$ cat config.mk
export PLATFORM = sky130hd
export DESIGN_NAME = vec_issue_unroller
export DESIGN_NICKNAME = d
export VERILOG_FILES = /design/src/rtl/vu_pkg.sv /design/src/rtl/vu_tag_table.sv /design/src/rtl/vu_pred_scan.sv /design/src/rtl/vu_elem_addr.sv /design/src/rtl/vec_issue_unroller.sv
export SDC_FILE = /design/constraint.sdc
export NUM_CORES = 1
export LEC_CHECK = 0
export BUFFER_PORTS_ARGS = -buffer_cell sky130_fd_sc_hd__buf_2
export CAP_MARGIN = 20
export CORE_ASPECT_RATIO = 0.7
export CORE_UTILIZATION = 31
export CTS_BUF_LIST = sky130_fd_sc_hd__clkbuf_8
export CTS_CLUSTER_DIAMETER = 60
export DETAILED_ROUTE_END_ITERATION = 16
export PLACE_DENSITY = 0.47
export SLEW_MARGIN = 10
export SYNTH_ARGS = -nofsm -noshare
export SYNTH_HDL_FRONTEND = slang
export SYNTH_SLANG_ARGS = --single-unit
export TNS_END_PERCENT = 5
$ cat constraint.sdc
create_clock -name clk -period 4.24 [get_ports clk]
set_clock_uncertainty 0.2 [all_clocks]
set_input_delay 0.212 -clock clk [delete_from_list [all_inputs] [get_ports clk]]
set_output_delay 0.212 -clock clk [all_outputs]
set_load 0.01 [all_outputs]
$ cat src/rtl/vu_pkg.sv
package vu_pkg;

    localparam int ARCH_REGS_D = 32;
    localparam int PHYS_REGS_D = 128;
    localparam int MAX_VL_D    = 64;
    localparam int OP_W_D      = 8;
    localparam int N_OPND      = 3;

    typedef enum logic [1:0] {
        EW_64 = 2'd0,
        EW_32 = 2'd1,
        EW_16 = 2'd2,
        EW_8  = 2'd3
    } elem_width_e;

    // Bring a requested element count into the range 1..maxv.
    function automatic int clamp_len(int req, int maxv);
        if (req < 1)
            return 1;
        else if (req > maxv)
            return maxv;
        else
            return req;
    endfunction

endpackage

$ cat src/rtl/vu_tag_table.sv
module vu_tag_table
    import vu_pkg::*;
#(
    parameter int ENTRIES = 32,
    parameter int PW      = 7,
    parameter int NRD     = 3,
    parameter int AW      = $clog2(ENTRIES)
) (
    input  logic          clk,
    input  logic          rst,
    input  logic          we,
    input  logic [AW-1:0] waddr,
    input  logic          wvec,
    input  logic [PW-1:0] wbase,
    input  elem_width_e   wew,
    input  logic [AW-1:0] raddr [NRD],
    output logic          rvec  [NRD],
    output logic [PW-1:0] rbase [NRD],
    output elem_width_e   rew   [NRD]
);

    logic          vec_m  [ENTRIES];
    logic [PW-1:0] base_m [ENTRIES];
    elem_width_e   ew_m   [ENTRIES];

    always_ff @(posedge clk) begin
        if (rst) begin
            for (int i = 0; i < ENTRIES; i++) begin
                vec_m[i]  <= 1'b0;
                base_m[i] <= PW'(i);
                ew_m[i]   <= EW_64;
            end
        end else if (we) begin
            vec_m[waddr]  <= wvec;
            base_m[waddr] <= wbase;
            ew_m[waddr]   <= wew;
        end
    end

    for (genvar g = 0; g < NRD; g++) begin : g_rd
        assign rvec[g]  = vec_m[raddr[g]];
        assign rbase[g] = base_m[raddr[g]];
        assign rew[g]   = ew_m[raddr[g]];
    end

endmodule

$ cat src/rtl/vu_pred_scan.sv
module vu_pred_scan #(
    parameter int MAXVL = 64,
    parameter int IW    = $clog2(MAXVL)
) (
    input  logic [MAXVL-1:0] mask,
    input  logic [IW:0]      start,
    input  logic [IW:0]      limit,
    output logic             found,
    output logic [IW-1:0]    idx
);

    // Lowest set mask bit in [start, limit); scanned from the top so the
    // last hit written is the lowest index.
    always_comb begin
        found = 1'b0;
        idx   = '0;
        for (int i = MAXVL - 1; i >= 0; i--) begin
            if (mask[i] && (i >= int'(start)) && (i < int'(limit))) begin
                found = 1'b1;
                idx   = IW'(i);
            end
        end
    end

endmodule

$ cat src/rtl/vu_elem_addr.sv
module vu_elem_addr #(
    parameter int PHYS_REGS = 128,
    parameter int PW        = $clog2(PHYS_REGS),
    parameter int IW        = 6
) (
    input  logic          vec,
    input  logic [PW-1:0] base,
    input  logic [IW-1:0] idx,
    output logic [PW-1:0] phys,
    output logic          err
);

    localparam int SW = ((PW > IW) ? PW : IW) + 1;
    localparam logic [SW-1:0] TOP_REG = SW'(PHYS_REGS - 1);

    logic [SW-1:0] sum;

    assign sum  = SW'(base) + (vec ? SW'(idx) : '0);
    assign err  = (sum > TOP_REG);
    assign phys = err ? PW'(TOP_REG) : sum[PW-1:0];

endmodule

$ cat src/rtl/vec_issue_unroller.sv
module vec_issue_unroller
    import vu_pkg::*;
#(
    parameter int ARCH_REGS  = ARCH_REGS_D,
    parameter int PHYS_REGS  = PHYS_REGS_D,
    parameter int MAX_VL     = MAX_VL_D,
    parameter int OP_W       = OP_W_D,
    localparam int AW        = $clog2(ARCH_REGS),
    localparam int PW        = $clog2(PHYS_REGS),
    localparam int IW        = $clog2(MAX_VL),
    localparam int LW        = IW + 1
) (
    input  logic              clk,
    input  logic              rst,
    input  logic              cfg_tag_we,
    input  logic [AW-1:0]     cfg_tag_reg,
    input  logic              cfg_tag_vec,
    input  logic [PW-1:0]     cfg_tag_base,
    input  logic [1:0]        cfg_tag_width,
    input  logic              cfg_vl_we,
    input  logic [LW-1:0]     cfg_vl,
    input  logic              cfg_pred_we,
    input  logic [MAX_VL-1:0] cfg_pred,
    input  logic              in_valid,
    output logic              in_ready,
    input  logic [OP_W-1:0]   in_op,
    input  logic [AW-1:0]     in_rd,
    input  logic [AW-1:0]     in_rs1,
    input  logic [AW-1:0]     in_rs2,
    output logic              out_valid,
    input  logic              out_ready,
    output logic [OP_W-1:0]   out_op,
    output logic [PW-1:0]     out_rd,
    output logic [PW-1:0]     out_rs1,
    output logic [PW-1:0]     out_rs2,
    output logic [1:0]        out_wd,
    output logic [1:0]        out_w1,
    output logic [1:0]        out_w2,
    output logic [IW-1:0]     out_elem,
    output logic              out_err
);

    typedef struct packed {
        logic          vec;
        logic [PW-1:0] base;
        elem_width_e   ew;
    } opnd_tag_t;

    // ---------------- configuration registers ----------------
    logic [LW-1:0]     vl_reg;
    logic [MAX_VL-1:0] pred_reg;

    always_ff @(posedge clk) begin
        if (rst) begin
            vl_reg   <= LW'(1);
            pred_reg <= '1;
        end else begin
            if (cfg_vl_we)
                vl_reg <= LW'(clamp_len(int'(cfg_vl), MAX_VL));
            if (cfg_pred_we)
                pred_reg <= cfg_pred;
        end
    end

    // ---------------- tag lookup ----------------
    logic [AW-1:0] lk_addr [N_OPND];
    logic          lk_vec  [N_OPND];
    logic [PW-1:0] lk_base [N_OPND];
    elem_width_e   lk_ew   [N_OPND];

    assign lk_addr[0] = in_rd;
    assign lk_addr[1] = in_rs1;
    assign lk_addr[2] = in_rs2;

    vu_tag_table #(
        .ENTRIES (ARCH_REGS),
        .PW      (PW),
        .NRD     (N_OPND)
    ) u_tags (
        .clk   (clk),
        .rst   (rst),
        .we    (cfg_tag_we),
        .waddr (cfg_tag_reg),
        .wvec  (cfg_tag_vec),
        .wbase (cfg_tag_base),
        .wew   (elem_width_e'(cfg_tag_width)),
        .raddr (lk_addr),
        .rvec  (lk_vec),
        .rbase (lk_base),
        .rew   (lk_ew)
    );

    logic any_vec;
    assign any_vec = lk_vec[0] | lk_vec[1] | lk_vec[2];

    // ---------------- instruction snapshot ----------------
    logic              busy_q;
    logic              vec_q;
    logic [OP_W-1:0]   op_q;
    opnd_tag_t         tag_q [N_OPND];
    logic [MAX_VL-1:0] pred_q;
    logic [LW-1:0]     vl_q;
    logic [IW-1:0]     idx_q;

    logic          accept;
    logic          fire;
    logic          first_found;
    logic [IW-1:0] first_idx;
    logic          next_found;
    logic [IW-1:0] next_idx;

    assign in_ready  = !busy_q;
    assign out_valid = busy_q;
    assign accept    = in_valid && in_ready;
    assign fire      = out_valid && out_ready;

    // first surviving element of a newly offered instruction
    vu_pred_scan #(.MAXVL(MAX_VL)) u_scan_first (
        .mask  (pred_reg),
        .start ('0),
        .limit (vl_reg),
        .found (first_found),
        .idx   (first_idx)
    );

    // next surviving element after the one on the output
    vu_pred_scan #(.MAXVL(MAX_VL)) u_scan_next (
        .mask  (pred_q),
        .start (LW'(idx_q) + LW'(1)),
        .limit (vl_q),
        .found (next_found),
        .idx   (next_idx)
    );

    always_ff @(posedge clk) begin
        if (rst) begin
            busy_q <= 1'b0;
            vec_q  <= 1'b0;
            op_q   <= '0;
            pred_q <= '0;
            vl_q   <= LW'(1);
            idx_q  <= '0;
            for (int k = 0; k < N_OPND; k++)
                tag_q[k] <= '{vec: 1'b0, base: '0, ew: EW_64};
        end else if (accept) begin
            vec_q  <= any_vec;
            op_q   <= in_op;
            pred_q <= pred_reg;
            vl_q   <= vl_reg;
            for (int k = 0; k < N_OPND; k++)
                tag_q[k] <= '{vec: lk_vec[k], base: lk_base[k], ew: lk_ew[k]};
            if (any_vec) begin
                busy_q <= first_found;
                idx_q  <= first_idx;
            end else begin
                busy_q <= 1'b1;
                idx_q  <= '0;
            end
        end else if (fire) begin
            if (vec_q && next_found)
                idx_q <= next_idx;
            else
                busy_q <= 1'b0;
        end
    end

    // ---------------- per-operand element addressing ----------------
    logic [PW-1:0] el_phys [N_OPND];
    logic          el_err  [N_OPND];

    for (genvar g = 0; g < N_OPND; g++) begin : g_opnd
        vu_elem_addr #(
            .PHYS_REGS (PHYS_REGS),
            .PW        (PW),
            .IW        (IW)
        ) u_addr (
            .vec  (tag_q[g].vec),
            .base (tag_q[g].base),
            .idx  (idx_q),
            .phys (el_phys[g]),
            .err  (el_err[g])
        );
    end

    assign out_op   = op_q;
    assign out_rd   = el_phys[0];
    assign out_rs1  = el_phys[1];
    assign out_rs2  = el_phys[2];
    assign out_wd   = tag_q[0].ew;
    assign out_w1   = tag_q[1].ew;
    assign out_w2   = tag_q[2].ew;
    assign out_elem = idx_q;
    assign out_err  = el_err[0] | el_err[1] | el_err[2];

    // ---------------- assertions ----------------
    assert_hold_stable_R10: assert property (@(posedge clk) disable iff (rst)
        (out_valid && !out_ready) |=> (out_valid && $stable(out_op) && $stable(out_rd)
            && $stable(out_rs1) && $stable(out_rs2) && $stable(out_elem)
            && $stable(out_wd) && $stable(out_w1) && $stable(out_w2) && $stable(out_err)));

    assert_elem_ascending_R3: assert property (@(posedge clk) disable iff (rst)
        (out_valid && out_ready) |=> (!out_valid || (out_elem > $past(out_elem))));

    assert_pred_bit_set_R4: assert property (@(posedge clk) disable iff (rst)
        (out_valid && vec_q) |-> pred_q[out_elem]);

    assert_below_length_R6: assert property (@(posedge clk) disable iff (rst)
        out_valid |-> (LW'(out_elem) < vl_q));

    assert_length_range_R6: assert property (@(posedge clk) disable iff (rst)
        (vl_reg >= LW'(1)) && (vl_reg <= LW'(MAX_VL)));

    assert_clamp_flag_R9: assert property (@(posedge clk) disable iff (rst)
        (out_valid && out_err) |-> ((out_rd == PW'(PHYS_REGS - 1))
            || (out_rs1 == PW'(PHYS_REGS - 1)) || (out_rs2 == PW'(PHYS_REGS - 1))));

    assert_scalar_single_R2: assert property (@(posedge clk) disable iff (rst)
        (out_valid && out_ready && !vec_q) |=> !out_valid);

endmodule

==> metrics.md, run 1 <==
| Metric | Value |
|---|---|
| DR top layer | `met5` |
| Core area | `0.103 mm²` |
| Tot Pwr | `0.0142 W` |
| Die extent in x | `388 µm` |
| Proportion of netlist area held by the largest area contributor | `32.5%` |
| Worst hold-check path type | `in -> reg` |
| Vias per cell | `5.82` |
| Cell Area, Placed | `0.0363 mm²` |
| Slew Limit Fails | `0` |
| Area delta synth->final | `25.2%` |
| Clk buf depth | `3` |
| Total power per unit cell area | `351 mW/mm²` |
| Max Fanout on Critical Path | `8` |
| Worst skew pair latency | `0.79 ns` |
| Synth cell count leaders | `edfxtp_1 (350), nand2_1 (319), mux4_2 (300)` |
| Delay-heaviest family, CP | `compound AO/OA/AOI/OAI gates` |
| HPWL Detailed | `108000 µm` |
| CP required | `4.75 ns` |
| Biggest register | `u_tags.base_m` |
| Post-route cell area | `0.0405 mm²` |
| Synth Flop Type | `edfxtp_1` |
| Pin count of the biggest net entering global routing | `70` |
| Maximum VDD drop | `0.000197 V` |
| Total setup buffers inserted after CTS | `0` |
| Yosys warnings | `0` |
| Metal2 WL | `56800 µm` |
| Period utilisation layout | `100%` |
| Via count | `28141` |
| Outcome | `complete, but fails checks` |
| Net Count, Synth | `3012` |
| Distinct cells, synth | `98` |
| Net Sw Power | `0.00463 W` |
| Failing checks | `negative setup slack` |
| Cts bufs inserted | `91` |
| Clock root buffer | `clkbuf_8` |
| Antenna violations before repair | `6` |
| Seq cells post-synth | `508` |
| FP Rows | `98` |
| First-pass DRT Iterations | `8` |
| Total Neg Setup Slack | `-0.00597 ns` |
| Setup WS pre-CTS | `-0.361 ns` |
| Final Setup Violations | `1` |
| Input/output buffers | `159` |
| Vias in the first global route | `27213` |
| Slowest CP cell | `o41ai_1` |
| DIE AREA | `0.106 mm²` |
| Cells along the critical path | `or3_1, o21ai_0, nand2_1, a21o_1, o41ai_1, a211oi_1, o31ai_1, buf_4, nand2_1, o211ai_1, o211a_1` |
| Initial Util | `31.5%` |
| Post-synthesis average cell area | `11.3 µm²` |
| Min Tclk post-route | `4.25 ns` |
| Drt drc | `0` |
| Crit start category | `flop` |
| Metal1 wirelength | `67500 µm` |
| Fin. Hold Viols | `0` |
| CTS tree | `built` |
| Worst-Margin Slew | `1.09 ns` |
| Met3 WL post-DR | `18100 µm` |
| WL per Instance | `30.1 µm` |
| Initial DRC count | `3570` |
| Clock slew at reported path FFs | `0.06 ns` |
| Power share of the sequential group | `41.8%` |
| # IOs | `160` |
| LEAKAGE | `15.4 nW` |
| Final worst slack | `-0.00597 ns` |
| Largest area contributor in the netlist | `edfxtp_1` |
| Comb power frac | `23.9%` |
| Final wirelength | `146000 µm` |
| Post-route ant nets | `0` |
| CP peak stage delay | `0.86 ns` |
| Max-slew headroom | `26.7%` |
| GPL Wtd Cong | `0.973` |
| Final core area utilization | `39.4%` |
| Largest register FFs | `224` |
| CP Class | `reg -> reg` |
| Nets | `3546` |
| GRT Total Usage | `27.1%` |
| Cells after Synth | `2871` |
| Switching Fraction | `32.5%` |
| First-pass GRT wire length | `205000 µm` |
| Critical path's most frequent cell | `nand2_1` |
| Seq/Total Area, Yosys | `42.3%` |
| WP data arrival | `4.76 ns` |
| Max cap viols | `0` |
| Die Ht | `272 µm` |
| Clk pwr share | `34.3%` |
| Cell Int Power | `0.00960 W` |
| CTS Sinks | `508` |
| Most numerous cell in the Yosys netlist | `edfxtp_1` |
| Crit end category | `flop` |
| Ratio of cells with drive above 1 in the final layout | `27.4%` |
| Buf/Inv on CP | `1` |
| Post-synth ARST share | `0%` |
| Depth of the CTS H-tree | `3` |
| Grt total ovfl | `0` |
| Largest cells by area after synthesis | `edfxtp_1 (33%), mux4_2 (21%), dfxtp_1 (9.8%)` |
| Cell Area, Synth | `0.0323 mm²` |
| Fmax | `236 MHz` |
| Post-synth EDFFs | `350` |
[what timing repair did]
item / 4_1_cts / 5_1_grt
pin swaps: 0 / 1
setup endpoints to repair: 13 / 13
hold endpoints to repair: 371 / 0
resized for setup: 7 / 10
hold buffers: 227 / 0
[power groups by stage]
| stage | clock network (W) | logic, W | registers, W |
|---|---|---|---|
| CTS | 0.00497 | 0.00331 | 0.00594 |
| detailed placement | 0 | 0.00310 | 0.00604 |
| floorplan | 0 | 0.00176 | 0.00587 |
| finish | 0.00488 | 0.00340 | 0.00595 |
| global placement | 0 | 0.00310 | 0.00602 |
| global route | 0.00516 | 0.00357 | 0.00598 |
[per-layer routing]
metal	GRT usage, %	up-vias
met5	0	-
met4	6.29	2
met3	10.1	187
met2	35.8	1593
met1	41.0	14236
li1	-	12123
[worst min-delay path, delay by kind of cell]
kind                   cells  cell delay (ns)
buffers and inverters      2             0.55
AOI/OAI and AO/OA          1             0.19
[cell usage in the layout (no fill, tap or decap), types with 52 or more instances in the layout]
master / instances
nand2_1: 318
mux4_2: 300
inv_1: 52
dfxtp_1: 156
o21ai_0: 140
or3_1: 95
buf_2: 151
nor2_1: 156
and2_1: 272
edfxtp_1: 350
dlygate4sd3_1: 227
mux2i_1: 93
buf_4: 300
a21oi_1: 170
clkbuf_8: 98
[worst paths after layout]
| path | slack (ns) | cells after the start | endpoint | start |
|---|---|---|---|---|
| worst max-delay path | -0.006 | 11 | out_elem[3] | vl_reg[0] |
| worst min-delay path | 0.08 | 3 | pred_reg[58] | cfg_pred_we |
| worst max register to register | -0.006 | 11 | out_elem[3] | vl_reg[0] |
| worst min register to register | 0.24 | 2 | pred_q[47] | pred_reg[47] |
[final cells by class]
class / count / area, µm²
Clock inverter: 69 / 504
Timing Repair Buffer: 692 / 5540
Inverter: 27 / 103
Fill cell: 9996 / 62300
Tap cell: 1350 / 1690
Clock buffer: 98 / 1350
Antenna cell: 4 / 10.0
Sequential cell: 508 / 13700
Multi-Input combinational cell: 2085 / 17600
[cell families (layout without fill, tap and decap cells)]
group                      after synthesis  count (layout)  synth area share, %
and+or+nand+nor                       1073            1073                 17.3
AOI/OAI and AO/OA                      583             583                 11.8
DFF                                    508             508                 42.3
muxes                                  394             394                 23.8
buffers and inverters                  278             886                 3.48
adders and majority gates               25              25                 1.04
xor gates and xnor gates                10              10                0.317
other                                    0               4                    0
[metrics by stage]
| step | std cells | hold WS (ns) |
|---|---|---|
| after floorplan | 2871 | 0.141 |
| after global routing | 4832 | 0.0311 |
| after CTS | 4828 | 0.000896 |
| after detailed placement | 4434 | 0.236 |
| after global placement | 4434 | 0.227 |
| final | 4833 | 0.0754 |
Note: power is estimated with default switching activity, not from simulation.
==> inputs of run 2 (changes only) <==
- PLACE_DENSITY: 0.47 -> 0.45
- clock period: 4.24 -> 4.2 ns (I/O delays scaled with it)
==> run 2 against run 1 <==
The flow now finishes without violations. Global-route usage barely moved. Sequential cell count did not move. Register-to-register slack improved by 0.05 ns. Sequential power rose by 0.8%. Fmax rose by 2.1%. Power rose by 2.4%. Largest cell class unchanged.
==> metrics.md, run 2 (same netlist as run 1, synthesis figures left out) <==
| Metric | Value |
|---|---|
| Crit end category | `flop` |
| Slew Limit Fails | `0` |
| Final wirelength | `145000 µm` |
| Total power per unit cell area | `364 mW/mm²` |
| Fin. Hold Viols | `0` |
| Input/output buffers | `159` |
| Via count | `28061` |
| Ratio of cells with drive above 1 in the final layout | `28.0%` |
| CP Class | `reg -> reg` |
| M3 GR Usage | `9.70%` |
| First-pass DRT Iterations | `6` |
| Max Fanout on Critical Path | `24` |
| Die Ht | `272 µm` |
| Total Neg Setup Slack | `0 ns` |
| Maximum VDD drop | `0.000222 V` |
| Hold wc startpoint | `cfg_pred[54]` |
| # IOs | `160` |
| R2R Path Start | `out_elem[0]` |
| R2R depth | `14` |
| Met1 Track Usage GR | `42.2%` |
| GRT Total Usage | `27.1%` |
| Commonest non-fill, non-tap cell in the layout | `edfxtp_1` |
| Clock root buffer | `clkbuf_8` |
| LEAKAGE | `15.2 nW` |
| Worst-Margin Slew | `1.16 ns` |
| Nets | `3505` |
| GPL Wtd Cong | `1.05` |
| DIE AREA | `0.106 mm²` |
| Cts bufs inserted | `92` |
| Outcome | `completed` |
| Cell Int Power | `0.00990 W` |
| Hold worst-path end | `pred_reg[54]` |
| CTS tree | `built` |
| Comb power frac | `23.4%` |
| Pin count of the biggest net entering global routing | `78` |
| Min Tclk post-route | `4.16 ns` |
| Drt drc | `0` |
| R2r setup slk | `0.04 ns` |
| WP data arrival | `4.59 ns` |
| Area delta synth->final | `23.9%` |
| Clk buf depth | `3` |
| Vias in the first global route | `26651` |
| Layer carrying the most global-route usage | `met1` |
| Final worst slack | `0.0405 ns` |
| Power share of the sequential group | `41.2%` |
| Commonest non-fill, non-tap cells in the layout | `edfxtp_1 (350), nand2_1 (318), buf_4 (312), mux4_2 (300), and2_1 (272)` |
| First-pass GRT wire length | `205000 µm` |
| Initial Util | `31.5%` |
| Vias per cell | `5.86` |
| CTS Sinks | `508` |
| Critical path's most frequent cell | `buf_4` |
| WL per Instance | `30.3 µm` |
| Hold WS | `0.0644 ns` |
| Delay-heaviest family, CP | `compound AO/OA/AOI/OAI gates` |
| Setup WS pre-CTS | `0.00277 ns` |
| CP peak stage delay | `0.72 ns` |
| Post-route ant nets | `0` |
| Worst reg2reg endpoint | `out_elem[0]` |
| Core area | `0.103 mm²` |
| Initial DRC count | `3835` |
| HPWL Detailed | `110000 µm` |
| Total setup buffers inserted after CTS | `0` |
| Grt total ovfl | `0` |
| CP required | `4.63 ns` |
| Cells along the critical path | `buf_4, and3_1, a21oi_2, nor3_1, o21ai_0, o2111ai_1, buf_4, or2_1, nor3_2, a31oi_1, buf_4, buf_4, o31ai_1, o21bai_1` |
| Crit start category | `flop` |
| Worst hold-check path type | `in -> reg` |
| Buf/Inv on CP | `4` |
| Clk pwr share | `35.4%` |
| Grt met2 use | `35.5%` |
| Hold depth | `4` |
| Fmax | `240 MHz` |
| Antenna violations before repair | `18` |
| Period utilisation layout | `99.0%` |
| Depth of the CTS H-tree | `3` |
| Largest register FFs | `224` |
| Net Sw Power | `0.00466 W` |
| Final Setup Violations | `0` |
| Max cap viols | `0` |
| RSZ-0062 raised after global routing | `true` |
| FP Rows | `98` |
| Slowest CP cell | `nor3_1` |
| Switching Fraction | `32.0%` |
| Clock slew at reported path FFs | `0.06 ns` |
| Biggest register | `u_tags.base_m` |
| Max-slew headroom | `21.8%` |
| Worst skew pair latency | `0.78 ns` |
| Die extent in x | `388 µm` |
[run 2: cell types whose count changed in the layout (fill, tap and decap cells not counted), moves of 4 or more]
cell / change
clkbuf_8: +8
inv_1: -4
dlygate4sd3_1: -48
buf_4: +12
buf_12: -7
[run 2: area by class of cell]
type                            instances  area, µm²
Multi-Input combinational cell       2085      17600
Clock buffer                          106       1460
Fill cell                           10008      62700
Inverter                               27        103
Sequential cell                       508      13700
Clock inverter                         60        485
Tap cell                             1350       1690
Timing Repair Buffer                  650       5020
Antenna cell                            5       12.5
[run 2: worst reg2reg max path: stages, from the launching register on]
cell and delay (ns):
dfxtp_1 0.35, buf_4 0.29, and3_1 0.29, a21oi_2 0.11, nor3_1 0.72, o21ai_0 0.39
o2111ai_1 0.32, buf_4 0.17, or2_1 0.16, nor3_2 0.08, a31oi_1 0.38, buf_4 0.23
buf_4 0.11, o31ai_1 0.06, o21bai_1 0.18
[run 2: power by group through the flow]
stage          logic [W]  clock network [W]  registers, W
6_report         0.00342            0.00516       0.00600
5_1_grt          0.00358            0.00545       0.00603
4_1_cts          0.00333            0.00526       0.00599
3_5_place_dp     0.00316                  0       0.00609
3_3_place_gp     0.00317                  0       0.00607
2_1_floorplan    0.00178                  0       0.00593
[run 2: worst max-delay path by stage]
stage | startpoint | end | cells past startpoint
after floorplan | out_elem[0] | out_elem[1] | 17
after global placement | out_elem[0] | out_elem[2] | 15
after detailed placement | out_elem[0] | out_elem[2] | 16
after CTS | out_elem[0] | out_elem[1] | 13
after global routing | out_elem[0] | out_elem[0] | 18
final | out_elem[0] | out_elem[0] | 14
[run 2: through the flow]
stage / instance area [µm²] / power (W) / std cells / util [%]
finish: 40000 / 0.0146 / 4791 / 39.0
global route: 40000 / 0.0151 / 4788 / 39.0
CTS: 39900 / 0.0146 / 4784 / 38.9
detailed placement: 36200 / 0.00925 / 4440 / 35.2
global placement: 36200 / 0.00924 / 4440 / 35.2
floorplan: 32300 / 0.00771 / 2871 / -
[run 2: layer usage]
metal / vias up / part of all wire (%)
met5: - / 0.038
met4: 8 / 1.5
met3: 164 / 12
met2: 1533 / 39
met1: 14330 / 47
li1: 12026 / -
[run 2: repair_timing]
| item | 4_1_cts | 5_1_grt |
|---|---|---|
| hold buffers | 178 | 1 |
| endpoints found under the setup margin | 3 | 14 |
| resized for setup | 2 | 12 |
| endpoints found under the hold margin | 260 | 9 |
